===== config.mk =====
export PLATFORM = sky130hd
export DESIGN_NAME = txmb_arbiter
export DESIGN_NICKNAME = d
export VERILOG_FILES = /design/src/rtl/txarb_pkg.sv /design/src/rtl/txarb_ctl_store.sv /design/src/rtl/txarb_pick.sv /design/src/rtl/txmb_arbiter.sv
export SDC_FILE = /design/constraint.sdc
export NUM_CORES = 1
export LEC_CHECK = 0
export BUFFER_PORTS_ARGS = -buffer_cell sky130_fd_sc_hd__buf_4
export CAP_MARGIN = 20
export CORE_MARGIN = 2
export CORE_UTILIZATION = 65
export CTS_BUF_LIST = sky130_fd_sc_hd__clkbuf_4
export CTS_CLUSTER_DIAMETER = 40
export CTS_CLUSTER_SIZE = 20
export DETAILED_ROUTE_END_ITERATION = 10
export HOLD_SLACK_MARGIN = 0.15
export PLACE_DENSITY_LB_ADDON = 0.05
export SLEW_MARGIN = 10
export SYNTH_ARGS = -nofsm -noshare
export SYNTH_HDL_FRONTEND = slang
export SYNTH_SLANG_ARGS = --single-unit

===== constraint.sdc =====
create_clock -name clk -period 90.4 [get_ports clk]
set_clock_uncertainty 0.15 [all_clocks]
set_input_delay 27.12 -clock clk [delete_from_list [all_inputs] [get_ports clk]]
set_output_delay 27.12 -clock clk [all_outputs]
set_load 0.03 [all_outputs]

===== src/rtl/txarb_pkg.sv =====
package txarb_pkg;
    localparam int PRIO_W   = 6;
    localparam int LEN_W    = 4;
    localparam int CTL_W    = 16;
    localparam int PRIO_LSB = 8;
    localparam int RTR_POS  = 4;
    localparam int LEN_LSB  = 0;

    typedef logic [PRIO_W-1:0] prio_t;
    typedef logic [LEN_W-1:0]  len_t;

    typedef struct packed {
        prio_t prio;
        logic  rtr;
        len_t  len;
    } mb_ctl_t;

    function automatic mb_ctl_t unpack_ctl(input logic [CTL_W-1:0] w);
        mb_ctl_t c;
        c.prio = w[PRIO_LSB +: PRIO_W];
        c.rtr  = w[RTR_POS];
        c.len  = w[LEN_LSB +: LEN_W];
        return c;
    endfunction
endpackage


===== src/rtl/txarb_ctl_store.sv =====
module txarb_ctl_store
    import txarb_pkg::*;
#(
    parameter int N_MB  = 32,
    parameter int IDX_W = 5
) (
    input  logic             clk,
    input  logic             rst_n,
    input  logic             we,
    input  logic [IDX_W-1:0] idx,
    input  logic [CTL_W-1:0] word,
    output mb_ctl_t          ctl_o [N_MB]
);
    mb_ctl_t ctl_d [N_MB];
    mb_ctl_t ctl_q [N_MB];

    always_comb begin
        for (int i = 0; i < N_MB; i++) begin
            ctl_d[i] = ctl_q[i];
        end
        if (we && (int'(idx) < N_MB)) begin
            ctl_d[idx] = unpack_ctl(word);
        end
    end

    always_ff @(posedge clk or negedge rst_n) begin
        if (!rst_n) begin
            for (int i = 0; i < N_MB; i++) begin
                ctl_q[i] <= '0;
            end
        end else begin
            for (int i = 0; i < N_MB; i++) begin
                ctl_q[i] <= ctl_d[i];
            end
        end
    end

    assign ctl_o = ctl_q;
endmodule


===== src/rtl/txarb_pick.sv =====
module txarb_pick
    import txarb_pkg::*;
#(
    parameter int N_MB  = 32,
    parameter int IDX_W = 5
) (
    input  logic [N_MB-1:0]  elig,
    input  mb_ctl_t          ctl_i [N_MB],
    output logic             found,
    output logic [IDX_W-1:0] win_idx,
    output mb_ctl_t          win_ctl
);
    // Ascending scan: ">=" lets a later (higher) index take over on a tie.
    always_comb begin
        found   = 1'b0;
        win_idx = '0;
        win_ctl = '0;
        for (int i = 0; i < N_MB; i++) begin
            if (elig[i] && (!found || (ctl_i[i].prio >= win_ctl.prio))) begin
                found   = 1'b1;
                win_idx = IDX_W'(i);
                win_ctl = ctl_i[i];
            end
        end
    end
endmodule


===== src/rtl/txmb_arbiter.sv =====
module txmb_arbiter
    import txarb_pkg::*;
#(
    parameter  int N_MB  = 32,
    localparam int IDX_W = (N_MB > 1) ? $clog2(N_MB) : 1
) (
    input  logic              clk,
    input  logic              rst_n,
    input  logic              ctl_we,
    input  logic [IDX_W-1:0]  ctl_idx,
    input  logic [CTL_W-1:0]  ctl_word,
    input  logic              en_we,
    input  logic [N_MB-1:0]   en_data,
    input  logic              dir_we,
    input  logic [N_MB-1:0]   dir_data,
    input  logic              mask_we,
    input  logic [N_MB-1:0]   mask_data,
    input  logic              req_set_we,
    input  logic [N_MB-1:0]   req_set_data,
    input  logic              abort_we,
    input  logic [N_MB-1:0]   abort_data,
    input  logic              ack_clr_we,
    input  logic [N_MB-1:0]   ack_clr_data,
    output logic              send_valid,
    output logic [IDX_W-1:0]  send_idx,
    output logic [PRIO_W-1:0] send_prio,
    output logic              send_rtr,
    output logic [LEN_W-1:0]  send_len,
    input  logic              send_done,
    input  logic              send_ok,
    output logic [N_MB-1:0]   tx_req,
    output logic [N_MB-1:0]   tx_ack,
    output logic              irq
);
    typedef struct packed {
        logic             busy;
        logic [IDX_W-1:0] cur;
        mb_ctl_t          cur_ctl;
        logic [N_MB-1:0]  req;
        logic [N_MB-1:0]  ack;
        logic [N_MB-1:0]  en;
        logic [N_MB-1:0]  dir;
        logic [N_MB-1:0]  mask;
    } arb_st_t;

    arb_st_t s_d, s_q;

    mb_ctl_t          ctl_arr [N_MB];
    logic [N_MB-1:0]  elig;
    logic             pick_found;
    logic [IDX_W-1:0] pick_idx;
    mb_ctl_t          pick_ctl;

    txarb_ctl_store #(.N_MB(N_MB), .IDX_W(IDX_W)) u_store (
        .clk   (clk),
        .rst_n (rst_n),
        .we    (ctl_we),
        .idx   (ctl_idx),
        .word  (ctl_word),
        .ctl_o (ctl_arr)
    );

    assign elig = s_q.req & s_q.en & ~s_q.dir;

    txarb_pick #(.N_MB(N_MB), .IDX_W(IDX_W)) u_pick (
        .elig    (elig),
        .ctl_i   (ctl_arr),
        .found   (pick_found),
        .win_idx (pick_idx),
        .win_ctl (pick_ctl)
    );

    logic [N_MB-1:0] cur_bit;
    logic            done_ok;
    logic            cur_pending;

    always_comb begin
        cur_bit     = {{(N_MB-1){1'b0}}, 1'b1} << s_q.cur;
        done_ok     = s_q.busy && send_done && send_ok;
        cur_pending = |(s_q.req & cur_bit);

        s_d = s_q;

        if (en_we)   s_d.en   = en_data;
        if (dir_we)  s_d.dir  = dir_data;
        if (mask_we) s_d.mask = mask_data;

        // requests: completion clears, set wins over it, abort and disable cancel
        s_d.req = s_q.req;
        if (done_ok)    s_d.req = s_d.req & ~cur_bit;
        if (req_set_we) s_d.req = s_d.req | req_set_data;
        if (abort_we)   s_d.req = s_d.req & ~abort_data;
        s_d.req = s_d.req & s_d.en;

        // acknowledge: W1C, a new completion wins over a same-cycle clear
        s_d.ack = s_q.ack;
        if (ack_clr_we)             s_d.ack = s_d.ack & ~ack_clr_data;
        if (done_ok && cur_pending) s_d.ack = s_d.ack | cur_bit;

        if (s_q.busy) begin
            if (send_done) begin
                s_d.busy = 1'b0;
            end
        end else if (pick_found) begin
            s_d.busy    = 1'b1;
            s_d.cur     = pick_idx;
            s_d.cur_ctl = pick_ctl;
        end
    end

    always_ff @(posedge clk or negedge rst_n) begin
        if (!rst_n) begin
            s_q <= '0;
        end else begin
            s_q <= s_d;
        end
    end

    assign send_valid = s_q.busy;
    assign send_idx   = s_q.cur;
    assign send_prio  = s_q.cur_ctl.prio;
    assign send_rtr   = s_q.cur_ctl.rtr;
    assign send_len   = s_q.cur_ctl.len;
    assign tx_req     = s_q.req;
    assign tx_ack     = s_q.ack;
    assign irq        = |(s_q.ack & s_q.mask);
endmodule


==> flow_summary_export.csv <==
group,metric,value,unit
clocking,cts.sinks,529,
worst_setup_path,crit_fanout,25,
routing,vias,26100,
finish,fillerInstances,3643,
yosys,synthCells,3254,
clocking,path_clk_slew,140,ps
routing,vias_per_cell,6.26,
worst_setup_path,path_class,"register to register",
grt,first_global_vias,25800,
floorplanning,core_area,48700,sq um
timing,hold_ws,358,ps
floorplanning,die_h,226,microns
grt,grt_use_total,0.364,
worst_setup_path,rrSetupSlack,22910,ps
timing,finalSetupTns,0,ps
routing,met2WireLength,42600,microns
timing,layout_min_cycle_time,67490,ps
finish,post-route-util,0.729,
timing,setup_violations,0,
grt,overflow,0,
run,drv_cap,0,
worst_setup_path,r2r_cells,295,
clocking,htree_levels,3,
status,outcome,"completed",
pwr,power.density,22.3,nW/um^2
yosys,syn-num-nets,3618,
worst_hold_path,hold_class,"register to register",
yosys,async_reset_ff_frac,1.00,
worst_setup_path,cp_common_cell,"ha_1",
routing,drt_iter0_drc,2135,
routing,wire_per_inst,22.3,microns
yosys,netlist_area,32000,sq um
grt,antenna_found_initial,3,
routing,drt_wl_total,93000,microns
routing,dr.pass1.iters,6,
timing,slew_violations,0,
routing,wl_met3,7110,microns
floorplanning,die_w,226,microns
clocking,cts-resized-gates,0,
finish,layout-drive-gt1-share,0.290,
floorplanning,num_rows,81,
clocking,hold_buffers,0,
floorplanning,initial_core_util,0.656,
worst_setup_path,cp_slowest_cell,"o41a_1",
yosys,avgSynthCellArea,9.83,sq um
worst_setup_path,reg2reg_to,"send_rtr",
finish,fin_nets,3807,
grt,grt_max_degree,126,
pwr,ir_worst_vdd,0.0000214,V
timing,worst_pin_slew,1130,ps
yosys,synth.yosys.seq_area_share,0.414,
pwr,p_leak,16.4,nW
yosys,ys_ff_latch,529,
worst_setup_path,critPathArrivalTime,68140,ps
worst_hold_path,hold_depth,1,
clocking,cts_tree,"yes",
worst_setup_path,critPathMaxStageDelay,850,ps
placement,place_congestion,0.968,
timing,fmax,0.0148,GHz
grt,grt_pass1_wl,144000,microns
worst_setup_path,start_kind,"register",
finish,syn2layout_area_growth,11.2,%
clocking,cts_made_buffers,85,
worst_setup_path,cp.required,91050,ps
clocking,clk_latency,900,ps
placement,port_buffers,300,
clocking,clk_path_buf_depth,3,
worst_setup_path,r2r_start,"tx_req[0]",
floorplanning,die_area,51000,sq um
routing,wl_met1,39400,microns
yosys,yosys_warnings,0,
worst_setup_path,crit_path_start,"tx_req[0]",
clocking,clockRootBuffer,"clkbuf_4",
timing,period_share,0.747,
yosys,ys_types,116,
placement,dpl.hpwl,68800,microns
floorplanning,ios,306,
yosys,synth_edf_count,0,
routing,drcViolationCount,0,
routing,topRoutingLayerUsed,"met5",
worst_setup_path,crit_end,"send_rtr",
clocking,cts_setup_buffers,0,
worst_setup_path,crit_path_end_kind,"register",
timing,grt_setup_unrepaired,"no",
timing,maxSlewHeadroom,0.243,
routing,ant_nets,0,
yosys,synth_flop_cell,"dfrtp_1",
timing,hold_viol,0,
where the power goes:
group          internal [mW]  switching (mW)  total (mW)
combinational          0.127           0.169       0.296
sequential             0.277          0.0328       0.310
clock                 0.0805           0.107       0.187
total                  0.484           0.309       0.793
registers in the layout, summed over array words and instances, names as in the netlist:
signal and cells:
send_len 4, s_q 96, tx_ack 32, send_idx 5, send_prio 6, send_valid 1
tx_req 32, u_store.ctl_o 352, send_rtr 1
how the worst min path moves through the flow:
stage,startpoint,to,slack (ps)
detailed placement,s_q[51],s_q[51],340
CTS,s_q[51],s_q[51],360
global placement,u_store.ctl_o[37],u_store.ctl_o[37],330
finish,s_q[51],s_q[51],360
floorplan,tx_ack[18],tx_ack[18],320
global route,u_store.ctl_o[168],u_store.ctl_o[168],380
per-layer routing:
metal | up-vias | global-route usage
met5 | - | 0
met4 | 2 | 0.157
met3 | 218 | 0.0686
met2 | 1075 | 0.582
met1 | 12900 | 0.486
li1 | 12000 | -
area by class of cell:
cell class	instances	area [sq um]	area share
Inverter	138	518	0.0146
Clock buffer	93	698	0.0196
Tap cell	664	831	0.0234
Sequential cell	529	13200	0.372
Antenna cell	1	2.50	0.0000704
Clock inverter	65	677	0.0190
Timing Repair Buffer	334	2540	0.0714
Multi-Input combinational cell	2355	17000	0.479
worst max-delay path, delay by kind of cell, from the launching register on:
| kind | cells | cell delay [ps] |
|---|---|---|
| DFF | 1 | 510 |
| buffers and inverters | 26 | 4810 |
| adders and majority gates | 35 | 10140 |
| AOI/OAI and AO/OA | 134 | 29170 |
| muxes | 19 | 6960 |
| and+or+nand+nor | 81 | 15440 |
synthesized netlist by cell type (all sizes together), types with 9 or more instances:
cell	number	share of area
nor2	198	0.024
o31a	11	0.0030
nand2b	54	0.011
a22oi	29	0.0068
nand3b	16	0.0038
a21o	36	0.0085
a211o	10	0.0027
a21boi	10	0.0027
o31ai	15	0.0038
nand2	428	0.050
a31oi	26	0.0051
o21ai	252	0.040
and3	16	0.0031
clkbuf	127	0.015
dfrtp	529	0.41
mux2	456	0.16
or2	29	0.0057
a211oi	15	0.0041
a21oi	165	0.026
a22o	17	0.0047
ha	140	0.055
and2	22	0.0044
nor3	37	0.0061
buf	105	0.022
nand3	46	0.0072
inv	138	0.016
mux2i	79	0.025
o22ai	9	0.0022
o211ai	14	0.0037
nor2b	23	0.0045
nor4	10	0.0025
maj3	9	0.0028
o21a	21	0.0049
cell usage in the layout, fill, tap and decap left out, drive strengths merged, types with 16 or more instances in the layout:
cell and count:
a21o 36, a21oi 165, a22o 17, a22oi 29, a31oi 26, and2 22
and3 16, buf 334, clkbuf 93, clkinv 24, dfrtp 529, ha 140
inv 162, mux2 456, mux2i 79, nand2 428, nand2b 54, nand3 46
nand3b 16, nor2 198, nor2b 23, nor3 37, o21a 21, o21ai 252
or2 29
cells by family (layout without fill, tap and decap cells):
logic type / Yosys count / count (layout) / share of synthesized area
AOI/OAI and AO/OA: 747 / 747 / 0.156
xor gates and xnor gates: 7 / 7 / 0.00192
adders and majority gates: 149 / 149 / 0.0576
buffers and inverters: 370 / 630 / 0.0535
DFF: 529 / 529 / 0.414
muxes: 535 / 535 / 0.186
other: 0 / 1 / 0
and+or+nand+nor: 917 / 917 / 0.132
per-stage QoR:
stage	area (sq um)	setup WS (ps)	power [mW]	instances
2_1_floorplan	32000	34950	0.517	3254
3_3_place_gp	34100	25210	0.588	4011
3_5_place_dp	34100	23370	0.603	4011
4_1_cts	35500	22890	0.790	4169
5_1_grt	35500	17570	0.840	4179
6_report	35500	22910	0.793	4179
Power figures use the tool's default switching activity.
